<file path="src/rtl/edf_pkg.sv">
package edf_pkg;

    localparam int CTRL_W = 8;
    localparam int CNT_W  = 11;

    typedef enum logic {
        MODE_COARSE = 1'b0,
        MODE_FINE   = 1'b1
    } dly_mode_e;

    typedef struct packed {
        logic             busy;
        logic             pre_lvl;
        logic [CNT_W-1:0] left;
    } qual_state_t;

    // Number of bus cycles to wait after an edge; zero means bypass.
    function automatic logic [CNT_W-1:0] delay_len(input logic [CTRL_W-1:0] code,
                                                   input dly_mode_e mode);
        logic [CNT_W-1:0] n;
        n = CNT_W'(code);
        if (mode == MODE_FINE) begin
            if (code == '0) return '0;
            return (n + 1'b1) << 2;
        end
        case (code[1:0])
            2'b01:   return CNT_W'(256);
            2'b10:   return CNT_W'(512);
            2'b11:   return CNT_W'(1024);
            default: return '0;
        endcase
    endfunction

endpackage

</file>
<file path="src/rtl/edf_sync.sv">
module edf_sync #(
    parameter int STAGES = 2
) (
    input  logic clk,
    input  logic rst,
    input  logic d,
    output logic q
);
    logic [STAGES-1:0] chain;

    always_ff @(posedge clk) begin
        if (rst) chain <= '0;
        else     chain <= {chain[STAGES-2:0], d};
    end

    assign q = chain[STAGES-1];
endmodule

</file>
<file path="src/rtl/edf_ctrl_reg.sv">
module edf_ctrl_reg #(
    parameter int W = 8
) (
    input  logic         clk,
    input  logic         rst,
    input  logic         we,
    input  logic [W-1:0] wdata,
    output logic [W-1:0] q
);
    always_ff @(posedge clk) begin
        if (rst)     q <= '0;
        else if (we) q <= wdata;
    end

    assert_reg_reset_R1: assert property (@(posedge clk) $past(rst) |-> q == '0)
        else $error("control register not cleared by reset");
endmodule

</file>
<file path="src/rtl/edf_qualifier.sv">
module edf_qualifier
    import edf_pkg::*;
#(
    parameter int LW = CNT_W
) (
    input  logic          clk,
    input  logic          rst,
    input  logic          lvl,
    input  logic [LW-1:0] len,
    output logic          pulse
);
    logic        lvl_d;
    logic        edge_evt;
    qual_state_t st;

    assign edge_evt = lvl ^ lvl_d;

    always_ff @(posedge clk) begin
        if (rst) begin
            lvl_d <= 1'b0;
            st    <= '0;
            pulse <= 1'b0;
        end else begin
            lvl_d <= lvl;
            pulse <= 1'b0;
            if (st.busy) begin
                if (st.left == '0) begin
                    st.busy <= 1'b0;
                    pulse   <= (lvl != st.pre_lvl);
                end else begin
                    st.left <= st.left - 1'b1;
                end
            end else if (edge_evt) begin
                if (len == '0) begin
                    pulse <= 1'b1;
                end else begin
                    st.busy    <= 1'b1;
                    st.pre_lvl <= lvl_d;
                    st.left    <= CNT_W'(len - 1'b1);
                end
            end
        end
    end

    assert_count_step_R3: assert property (@(posedge clk) disable iff (rst)
        st.busy && st.left != '0 |=> st.busy && st.left == $past(st.left) - 1'b1)
        else $error("delay counter did not step");

    assert_count_ends_R5: assert property (@(posedge clk) disable iff (rst)
        st.busy && st.left == '0 |=> !st.busy)
        else $error("count did not finish");

    assert_level_held_R6: assert property (@(posedge clk) disable iff (rst)
        st.busy && $past(st.busy) |-> $stable(st.pre_lvl))
        else $error("pre-edge level changed during count");

    assert_bypass_direct_R4: assert property (@(posedge clk) disable iff (rst)
        !st.busy && edge_evt && len == '0 |=> pulse && !st.busy)
        else $error("bypassed edge not passed through");
endmodule

</file>
<file path="src/rtl/edge_delay_filter.sv">
module edge_delay_filter
    import edf_pkg::*;
#(
    parameter int SYNC_STAGES = 2
) (
    input  logic              clk,
    input  logic              rst,
    input  logic              pin_in,
    input  logic              cfg_we,
    input  logic [CTRL_W-1:0] cfg_wdata,
    input  logic              fine_mode,
    output logic [CTRL_W-1:0] cfg_rdata,
    output logic              qual_pulse
);
    logic             lvl_sync;
    logic [CTRL_W-1:0] ctrl_q;
    logic [CNT_W-1:0] len;

    edf_ctrl_reg #(.W(CTRL_W)) u_reg (
        .clk(clk), .rst(rst), .we(cfg_we), .wdata(cfg_wdata), .q(ctrl_q)
    );

    edf_sync #(.STAGES(SYNC_STAGES)) u_sync (
        .clk(clk), .rst(rst), .d(pin_in), .q(lvl_sync)
    );

    assign len       = delay_len(ctrl_q, dly_mode_e'(fine_mode));
    assign cfg_rdata = ctrl_q;

    edf_qualifier #(.LW(CNT_W)) u_qual (
        .clk(clk), .rst(rst), .lvl(lvl_sync), .len(len), .pulse(qual_pulse)
    );
endmodule

</file>
<file path="config.mk">
export PLATFORM = sky130hd
export DESIGN_NAME = edge_delay_filter
export DESIGN_NICKNAME = d
export VERILOG_FILES = /design/src/rtl/edf_pkg.sv /design/src/rtl/edf_sync.sv /design/src/rtl/edf_ctrl_reg.sv /design/src/rtl/edf_qualifier.sv /design/src/rtl/edge_delay_filter.sv
export SDC_FILE = /design/constraint.sdc
export NUM_CORES = 1
export LEC_CHECK = 0
export BUFFER_PORTS_ARGS = -buffer_cell sky130_fd_sc_hd__buf_2
export CAP_MARGIN = 40
export CORE_UTILIZATION = 57
export CTS_CLUSTER_DIAMETER = 200
export DETAILED_ROUTE_END_ITERATION = 16
export PLACE_DENSITY = 0.76
export SYNTH_ARGS = -nofsm -noshare
export SYNTH_HDL_FRONTEND = slang
export SYNTH_SLANG_ARGS = --single-unit
export TNS_END_PERCENT = 20
</file>
<file path="constraint.sdc">
create_clock -name clk -period 3.9 [get_ports clk]
set_input_delay 0.78 -clock clk [delete_from_list [all_inputs] [get_ports clk]]
set_output_delay 0.78 -clock clk [all_outputs]
set_load 0.005 [all_outputs]
</file>
# After elaboration in Yosys (flattened, before gate mapping)
# Index checks and enable logic that the tools add are counted.
[op_classes]
n_reduce_logical = 6
bitwise_logic = 3
n_eq_ne = 6
mux = 18
n_addsub = 3
[op_table]
columns = ["op", "count"]
rows = [
  ["$mux 11", 6],
  ["$pmux 11 s3", 1],
  ["$mux 13", 2],
  ["$logic_not 11->1", 2],
  ["$sub 11x1->11 const B", 2],
  ["$add 8x1->9 const B", 1],
  ["$mux 1", 9],
  ["$logic_not 8->1", 1],
  ["$reduce_and 3->1", 2],
  ["$eq 2x2->1 const B", 2],
  ["$eq 2x1->1 const B", 1],
  ["$ne 2x1->1 const B", 1],
  ["$ne 2x2->1 const B", 1],
  ["$not 1->1", 2],
  ["$reduce_bool 2->1", 1],
  ["$ne 1x1->1", 1],
  ["$xor 1x1->1", 1],
]
[word_totals]
inputBits = 13
regBits = 25
elab_cells = 43
output_inout_bits = 9

# Longest topological paths before layout
# Gate-level depths: netlist of the first run.
[depth]
ltp_word = 10
mapped_depth = 13
depth_no_buf = 11

# Cells and area by module
# A second synthesis of the first run with hierarchy kept.
[unflattened]
hier_cells = 208
area_unflattened_um2 = 1709.1
[modules_own_cells]
columns = ["module", "area_each_um2", "cells_per_inst", "seq_area_each_um2", "n_inst"]
rows = [
  ["edf_qualifier", 1097.3, 140, 300.3, 1],
  ["edf_ctrl_reg", 285.3, 26, 160.2, 1],
  ["edge_delay_filter", 274.0, 38, 0.0, 1],
  ["edf_sync", 52.6, 4, 40.0, 1],
]

# Worst setup path after synthesis of the first run
# No wires, ideal clock.
[synth_timing]
kind = "reg-to-reg"
from = "register u_reg.q[0]"
to = "register u_qual.st[5] (netlist bit)"
setup_ns = 0.135
slack_ns = 1.161
path_stages_with_launch = 14
synth_period_minus_slack_ns = 2.739
path_buffers = 2
arrival_ns = 2.603
t_required_ns = 3.765
path_cell_list = "dfxtp_1 > buf_2 > inv_1 > ha_1 > or4b_4 > o21a_4 > nand2_1 > ha_1 > nand3_1 > a2bb2oi_2 > o21a_1 > buf_6 > a32oi_1 > o22ai_1"
[synth_via]
elab_chain_len = 10
word_cells_on_any_way = 18
[synth_lines]
columns = ["item", "line_no", "rtl"]
rows = [
  ["from (decl)", "edf_ctrl_reg.sv:8", "output logic [W-1:0] q"],
  ["from (signal assigned)", "edf_ctrl_reg.sv:12", "else if (we) q <= wdata;"],
  ["parallel branches: the longest is 5 deep, another holds $add 8x1->9", "-", ""],
  ["$mux 11 (*)", "edf_pkg.sv:26", "case (code[1:0])"],
  ["$sub 11x1->11", "edf_qualifier.sv:39", "st.left <= CNT_W'(len - 1'b1);"],
  ["$mux 13", "edf_qualifier.sv:34", "if (len == '0) begin"],
  ["$mux 13", "edf_qualifier.sv:33", "end else if (edge_evt) begin"],
  ["$mux 11", "edf_qualifier.sv:26", "if (st.busy) begin"],
  ["to (decl)", "edf_qualifier.sv:14", "qual_state_t st;"],
]
# Mark *: on every way between the ends. The select of a mux whose other input is x is not followed.
# A chain may end at the register's enable or synchronous reset.

# Worst setup path in the final report of the first run
[layout_timing]
from = "register u_reg.q[0]"
to = "register u_qual.st[8] (netlist bit)"
# The elaborated chain is that of the path after synthesis.

==> results by group, run 1 <==
Clock network
  • Root Buffer: clkbuf_4
  • H-tree Lvls: 1
  • CTS tree: done
  • Gates resized, CTS repair: 0
  • Num CTS Buffers: 3
  • Clock Latency Late Sink: 330 ps
  • Clock Path Buffers: 2
  • Clock sink total: 25
  • Cts hold-fix bufs: 0
  • Postcts setup bufs: 0
  • Clock slew at reported path FFs: 140 ps

Timing
  • Worst Tran Pin Value: between 400 and 500 ps
  • Fmax: 336 MHz
  • Final Cycle Share: 0.763
  • Hold slack: 461 ps
  • Final setup viols: 0
  • Skew final: 3.95 ps
  • Tmin final: 2980 ps
  • Slew Limit Headroom: 0.689
  • Setup TNS: 0 ps
  • RSZ-0062 raised after global routing: false
  • Final Max Tran Viols: 0
  • Final hold violations: 0

Yosys
  • Mapped Nets: 224
  • YS warnings: 0
  • Library cells used by synthesis: 54
  • Area contributors post-synth: dfxtp_1 (30%), nand2_1 (5.1%), nor2_1 (4.9%)
  • Sequential fraction of the synthesis area: 0.299
  • Post-synth ARST share: 0
  • Area leader, netlist: dfxtp_1
  • Mapped Area: 1680 µm²
  • Seq cells post-synth: 25
  • Yosys top cell area share: 0.299
  • Cells after Synth: about 200
  • Primary FF master, synth: dfxtp_1
  • Top-count cell post-synth: dfxtp_1
  • Commonest cells post-synth: dfxtp_1 (25), nand2_1 (23), nor2_1 (22), nand3_1 (11), a21oi_1 (10)
  • Mean Syn Cell Area: 8.18 µm²
  • Number of synthesized flops with an enable pin: 0

Critical path
  • Reg2reg end: u_qual.st[8]
  • CP endpoint kind: flip-flop
  • Worst R2R Path Depth: 11
  • Arrival time at the worst endpoint: 3220 ps
  • CP max FO: 12
  • Critical path type: reg -> reg
  • CP required: 4140 ps
  • Worst setup SP type: flip-flop
  • R2R Setup Slk: 920 ps
  • Worst r2r src: u_reg.q[0]

Power
  • Maximum VDD drop: 264 µV
  • Power per cell area: 358 nW/µm²
  • Pleak: between 0.0006 and 0.0007 µW

Floorplan
  • Ports: 22
  • Chip height: ~56 µm
  • Die Wd: 56.2 µm
  • Die area: between 3000 and 4000 µm²
  • Core footprint: 2780 µm²
  • Initial core utilization: 0.603
  • Rows: 19

Final layout
  • Area grow syn2layout: 5.52%
  • Ratio of cells with drive above 1 in the final layout: 0.167
  • Antenna cells: 0
  • Layout net count: 235

Drt
  • Drt drc: 0
  • Met3 wire length: 191 µm
  • Pre-antenna DRT Iters: 4
  • Drt total wl: 3.65 mm
  • DR iter-0 viols: roughly 90
  • Final ANT Viol Nets: 0
  • Top routing layer used: met4
  • Met2 wire length: 1.71 mm
  • Via density: 6.14
  • Routed WL per cell: 14.8 µm
  • Total number of vias: 1,510
  • DRT met1 WL: 1.70 mm

Global route
  • First-pass GRT wire length: 6.37 mm
  • Number of global-route vias before repair: 1,451
  • GR Util All Layers: 0.254
  • Antenna violations before repair: 0
  • Gr ovfl total: 0
  • Largest net degree at the start of global routing: 26

Min path
  • Hold Crit Depth: 1
  • WHS Endpoint: u_sync.chain[1]
  • Worst min path class: reg -> reg
  • Hold wc startpoint: u_sync.chain[0]

Run status
  • Outcome: completed

Placed design
  • Hpwl dp: around 2.8 mm
  • Routability congestion estimate: 0.862
  • I/O Buffers: 21

Flow run
  • Max-cap violations: 0
-- report_power, final --
part | internal [µW] | switching [µW]
clock | 38.5 | 80.9
sequential | 277 | 32.6
combinational | 85.5 | 119
-- registers in the layout, indices dropped and copies added (netlist names) --
signal	cells
u_qual.lvl_d	1
u_sync.chain	2
u_reg.q	8
u_qual.pulse	1
u_qual.st	13
-- logic make-up (layout without fill, tap and decap cells) --
group | after synthesis | after routing | synth area share
multiplexers | 8 | 8 | 0.0478
XOR/XNOR | 10 | 10 | 0.0522
buffers and inverters | 22 | 32 | 0.0627
flip-flops | 25 | 25 | 0.299
AO/OA/AOI/OAI | 53 | 53 | 0.248
adder cells (fa/ha/maj) | 6 | 6 | 0.0448
AND/OR/NAND/NOR | 81 | 81 | 0.246
-- metrics by stage --
step | setup slack (ps) | cell area, µm² | total power [µW] | cells | utilization
6_report | 922 | 1770 | 633 | 246 | 0.636
4_1_cts | 955 | 1770 | 633 | 246 | 0.636
2_1_floorplan | 1160 | 1680 | 475 | 205 | -
3_3_place_gp | 1090 | 1740 | 508 | 242 | 0.626
3_5_place_dp | 972 | 1740 | 516 | 242 | 0.626
5_1_grt | 745 | 1770 | 673 | 246 | 0.636
-- metal layers --
layer	up-vias	track usage
met4	0	0.0941
met2	41	0.406
met3	5	0.0256
met1	698	0.353
met5	-	0
li1	766	-
-- worst max path at each step --
stage	startpoint	endpoint	slack [ps]	depth (start not counted)
5_1_grt	u_reg.q[0]	u_qual.st[10]	750	11
6_report	u_reg.q[0]	u_qual.st[8]	920	11
2_1_floorplan	u_reg.q[0]	u_qual.st[5]	1160	13
4_1_cts	u_reg.q[0]	u_qual.st[8]	950	11
3_5_place_dp	u_reg.q[0]	u_qual.st[8]	970	11
3_3_place_gp	u_reg.q[0]	u_qual.st[5]	1090	11
-- layout by cell type, fill, tap and decap left out, types with 2 or more instances in the layout --
| master | synthesis | routed |
|---|---|---|
| dfxtp_1 | 25 | 25 |
| nand2_1 | 23 | 23 |
| nor2_1 | 22 | 22 |
| buf_2 | 6 | 21 |
| nand3_1 | 11 | 11 |
| a21oi_1 | 10 | 10 |
| mux2i_1 | 8 | 8 |
| o21ai_0 | 8 | 8 |
| xnor2_1 | 8 | 8 |
| inv_1 | 7 | 7 |
| ha_1 | 6 | 6 |
| a31oi_1 | 5 | 5 |
| nor2b_1 | 5 | 5 |
| or3_1 | 3 | 3 |
| o21a_1 | 3 | 3 |
| nor3_1 | 3 | 3 |
| a22oi_1 | 3 | 3 |
| clkbuf_4 | 0 | 3 |
| nand4b_1 | 2 | 2 |
| o31ai_1 | 2 | 2 |
| a32oi_1 | 2 | 2 |
| xor2_1 | 2 | 2 |
| o311ai_0 | 2 | 2 |
-- critical path, cell delays in order (launching register included) --
cell and delay, ps:
dfxtp_1 440, inv_1 180, ha_1 150, or4b_4 470
o21a_4 250, nand2_1 80, ha_1 260, nand3_1 120
a2bb2oi_2 220, o21ai_4 380, a22oi_1 120, and3_1 200
-- cell type report --
class	instances	area (µm²)
fill	248	1010
timing repair buffer	21	105
inverter	7	26.3
clock inverter	1	5.00
multi-input combinational	158	1070
tap	31	38.8
sequential	25	500
clock buffer	3	22.5
Power figures use the tool's default switching activity.
==> run 2: changes to the inputs <==
Settings changed: ABC_AREA set to 1, CORE_UTILIZATION 57 to 52, PLACE_DENSITY 0.76 to 0.73.
Clock period 3.9 ns to 2.43 ns, I/O delays scaled along.
==> run 2 against run 1 <==
  * Clock skew is 2.0 ps lower
  * Cell count up 30%
  * Clock power up 65%
  * Non-clock buffer count grew 3
  * Critical path depth rose by 7
  * Global-route usage decreased by 3.2 points
  * Maximum frequency is 34% higher
  * Critical endpoint is now u_qual.st[1]
  * Largest power group unchanged
==> results by group, run 2 <==
Critical path
  • Worst setup SP type: flip-flop
  • CP max FO: 10
  • Worst R2R Path Depth: 18
  • CP endpoint kind: flip-flop
  • R2R Setup Slk: 200 ps
  • Reg2reg end: u_qual.st[1]
  • Worst r2r src: u_reg.q[0]
  • Arrival time at the worst endpoint: 2470 ps
  • CP required: 2670 ps
  • Critical path type: reg -> reg

Min path
  • Hold wc startpoint: pin_in
  • Worst min path class: in -> reg
  • Hold Crit Depth: 3
  • WHS Endpoint: u_sync.chain[0]

Floorplan
  • Die Wd: 59.1 µm
  • Die area: 3490 µm²
  • Chip height: 59.1 µm
  • Initial core utilization: 0.551
  • Core footprint: 3080 µm²
  • Ports: 22
  • Rows: 20

Final layout
  • Layout net count: 295
  • Antenna cells: 0
  • Area grow syn2layout: 11.2%
  • Fill count: 306
  • Area taken by flip-flops and latches: 503 µm²
  • Most frequent cells in the layout: nand2_1 (66), nand3_1 (30), inv_1 (27)
  • Cell area after layout: 1890 µm²
  • Top Registers: u_qual.st: 13 flops, u_reg.q: 8 flops, u_sync.chain: 2 flops
  • Commonest non-fill, non-tap cell in the layout: nand2_1
  • Max FFs per register: 13
  • Ratio of cells with drive above 1 in the final layout: 0.185
  • Multi-input gate area: 1040 µm²
  • Largest Register: u_qual.st
  • Post-Route Utilization: 0.613

Timing
  • Final Cycle Share: 0.916
  • Worst Tran Pin Value: ~380 ps
  • RSZ-0062 raised after global routing: false
  • Skew final: 1.96 ps
  • Hold slack: 347 ps
  • Setup TNS: 0 ps
  • Final Max Tran Viols: 0
  • Slew Limit Headroom: 0.748
  • Tmin final: 2230 ps
  • Final hold violations: 0
  • Fmax: about 450 MHz
  • Final setup viols: 0

Yosys
  • Cells after Synth: between 200 and 300
  • Area contributors post-synth: dfxtp_1 (30%), nand2_1 (15%), nand3_1 (8.9%)
  • Seq cells post-synth: 25
  • Sequential fraction of the synthesis area: 0.295
  • Top-count cell post-synth: nand2_1
  • Library cells used by synthesis: 26
  • Primary FF master, synth: dfxtp_1
  • Commonest cells post-synth: nand2_1 (66), nand3_1 (30), inv_1 (28), dfxtp_1 (25), nor2_1 (22)
  • Yosys top cell area share: 0.295
  • YS warnings: 0
  • Mapped Area: 1700 µm²
  • Number of synthesized flops with an enable pin: 0
  • Mean Syn Cell Area: 6.73 µm²
  • Mapped Nets: 271
  • Post-synth ARST share: 0
  • Area leader, netlist: dfxtp_1

Global route
  • Gr ovfl total: 0
  • First-pass GRT wire length: 5.93 mm
  • Largest net degree at the start of global routing: 17
  • Antenna violations before repair: 0
  • GR Util All Layers: 0.222
  • Number of global-route vias before repair: between 1,000 and 1,500

Drt
  • Drt total wl: 3.64 mm
  • Pre-antenna DRT Iters: 4
  • DR iter-0 viols: 100
  • Via density: 5.03
  • Final ANT Viol Nets: 0
  • Total number of vias: between 1,500 and 2,000
  • Routed WL per cell: 11.4 µm
  • Drt drc: 0

Clock network
  • Clock Latency Late Sink: 320 ps
  • Postcts setup bufs: 0
  • Clock sink total: 25
  • Clock slew at reported path FFs: roughly 150 ps
  • Cts hold-fix bufs: 0
  • CTS tree: done
  • Root Buffer: clkbuf_4
  • Num CTS Buffers: 3
  • H-tree Lvls: 1
  • Clock Path Buffers: 2

Flow run
  • Max-cap violations: 0

Placed design
  • Routability congestion estimate: 0.845
  • Placed cell areas: ~1900 µm²
  • Hpwl dp: 2.82 mm
  • I/O Buffers: 21

Power
  • Power after layout: between 1000 and 1500 µW
  • Pleak: 0.000926 µW
  • Power per cell area: 568 nW/µm²
  • Maximum VDD drop: 400 µV

Run status
  • Outcome: completed
-- run 2: critical path: stages (launching register included) --
cell and delay, ps:
dfxtp_2 380, inv_2 110, ha_1 160, nand2_1 50, nor2_1 100, nand2_1 100
nand2_1 70, nor2_1 50, inv_1 80, ha_1 220, nand3_2 110, nor2_4 160
nand3_4 120, nand2_8 130, nand2_8 90, clkinv_4 70, nand2_1 40, nand3_1 60
inv_1 40
-- run 2: logic make-up (layout without fill, tap and decap cells) --
kind of cell | after synthesis | after routing | share of synthesized area
flip-flops | 25 | 25 | 0.295
XOR/XNOR | 11 | 11 | 0.0568
AND/OR/NAND/NOR | 140 | 140 | 0.409
adder cells (fa/ha/maj) | 6 | 6 | 0.0443
buffers and inverters | 37 | 60 | 0.0886
AO/OA/AOI/OAI | 33 | 33 | 0.106
-- run 2: per-stage QoR --
stage	setup WS, ps	cells
6_report	204	319
5_1_grt	0.668	319
4_1_cts	123	319
3_5_place_dp	134	315
3_3_place_gp	258	315
2_1_floorplan	358	252
-- run 2: routing by layer --
layer / routed length [µm] / GRT usage
met4: 21 / 0.0714
met2: 1580 / 0.333
met5: 0 / 0
met1: 1850 / 0.328
met3: 190 / 0.0262
-- run 2: cell type report --
type	count	share of cell area
Tap cell	44	0.0292
Clock buffer	3	0.0119
Clock inverter	1	0.00265
Inverter	32	0.0677
Timing Repair Buffer	24	0.0677
Multi-Input combinational cell	190	0.554
Sequential cell	25	0.267
-- run 2: how the worst max path moves through the flow --
stage                from           end  depth (start not counted)
2_1_floorplan  u_reg.q[0]  u_qual.st[4]                         17
3_3_place_gp   u_reg.q[0]  u_qual.st[1]                         18
3_5_place_dp   u_reg.q[0]  u_qual.st[1]                         18
4_1_cts        u_reg.q[0]  u_qual.st[1]                         18
5_1_grt        u_reg.q[1]  u_qual.st[1]                         18
6_report       u_reg.q[0]  u_qual.st[1]                         18
-- run 2: report_power, final --
group / internal, µW / total, µW / switching (µW)
clock network: 61.7 / 196 / 135
logic: 145 / 389 / 243
registers: 445 / 486 / 41.1
total: 652 / 1070 / 419
-- run 2: what timing repair did --
action                                  4_1_cts  5_1_grt
endpoints found under the setup margin        0       11
endpoints found under the hold margin         0        0
resized for setup                             0        3
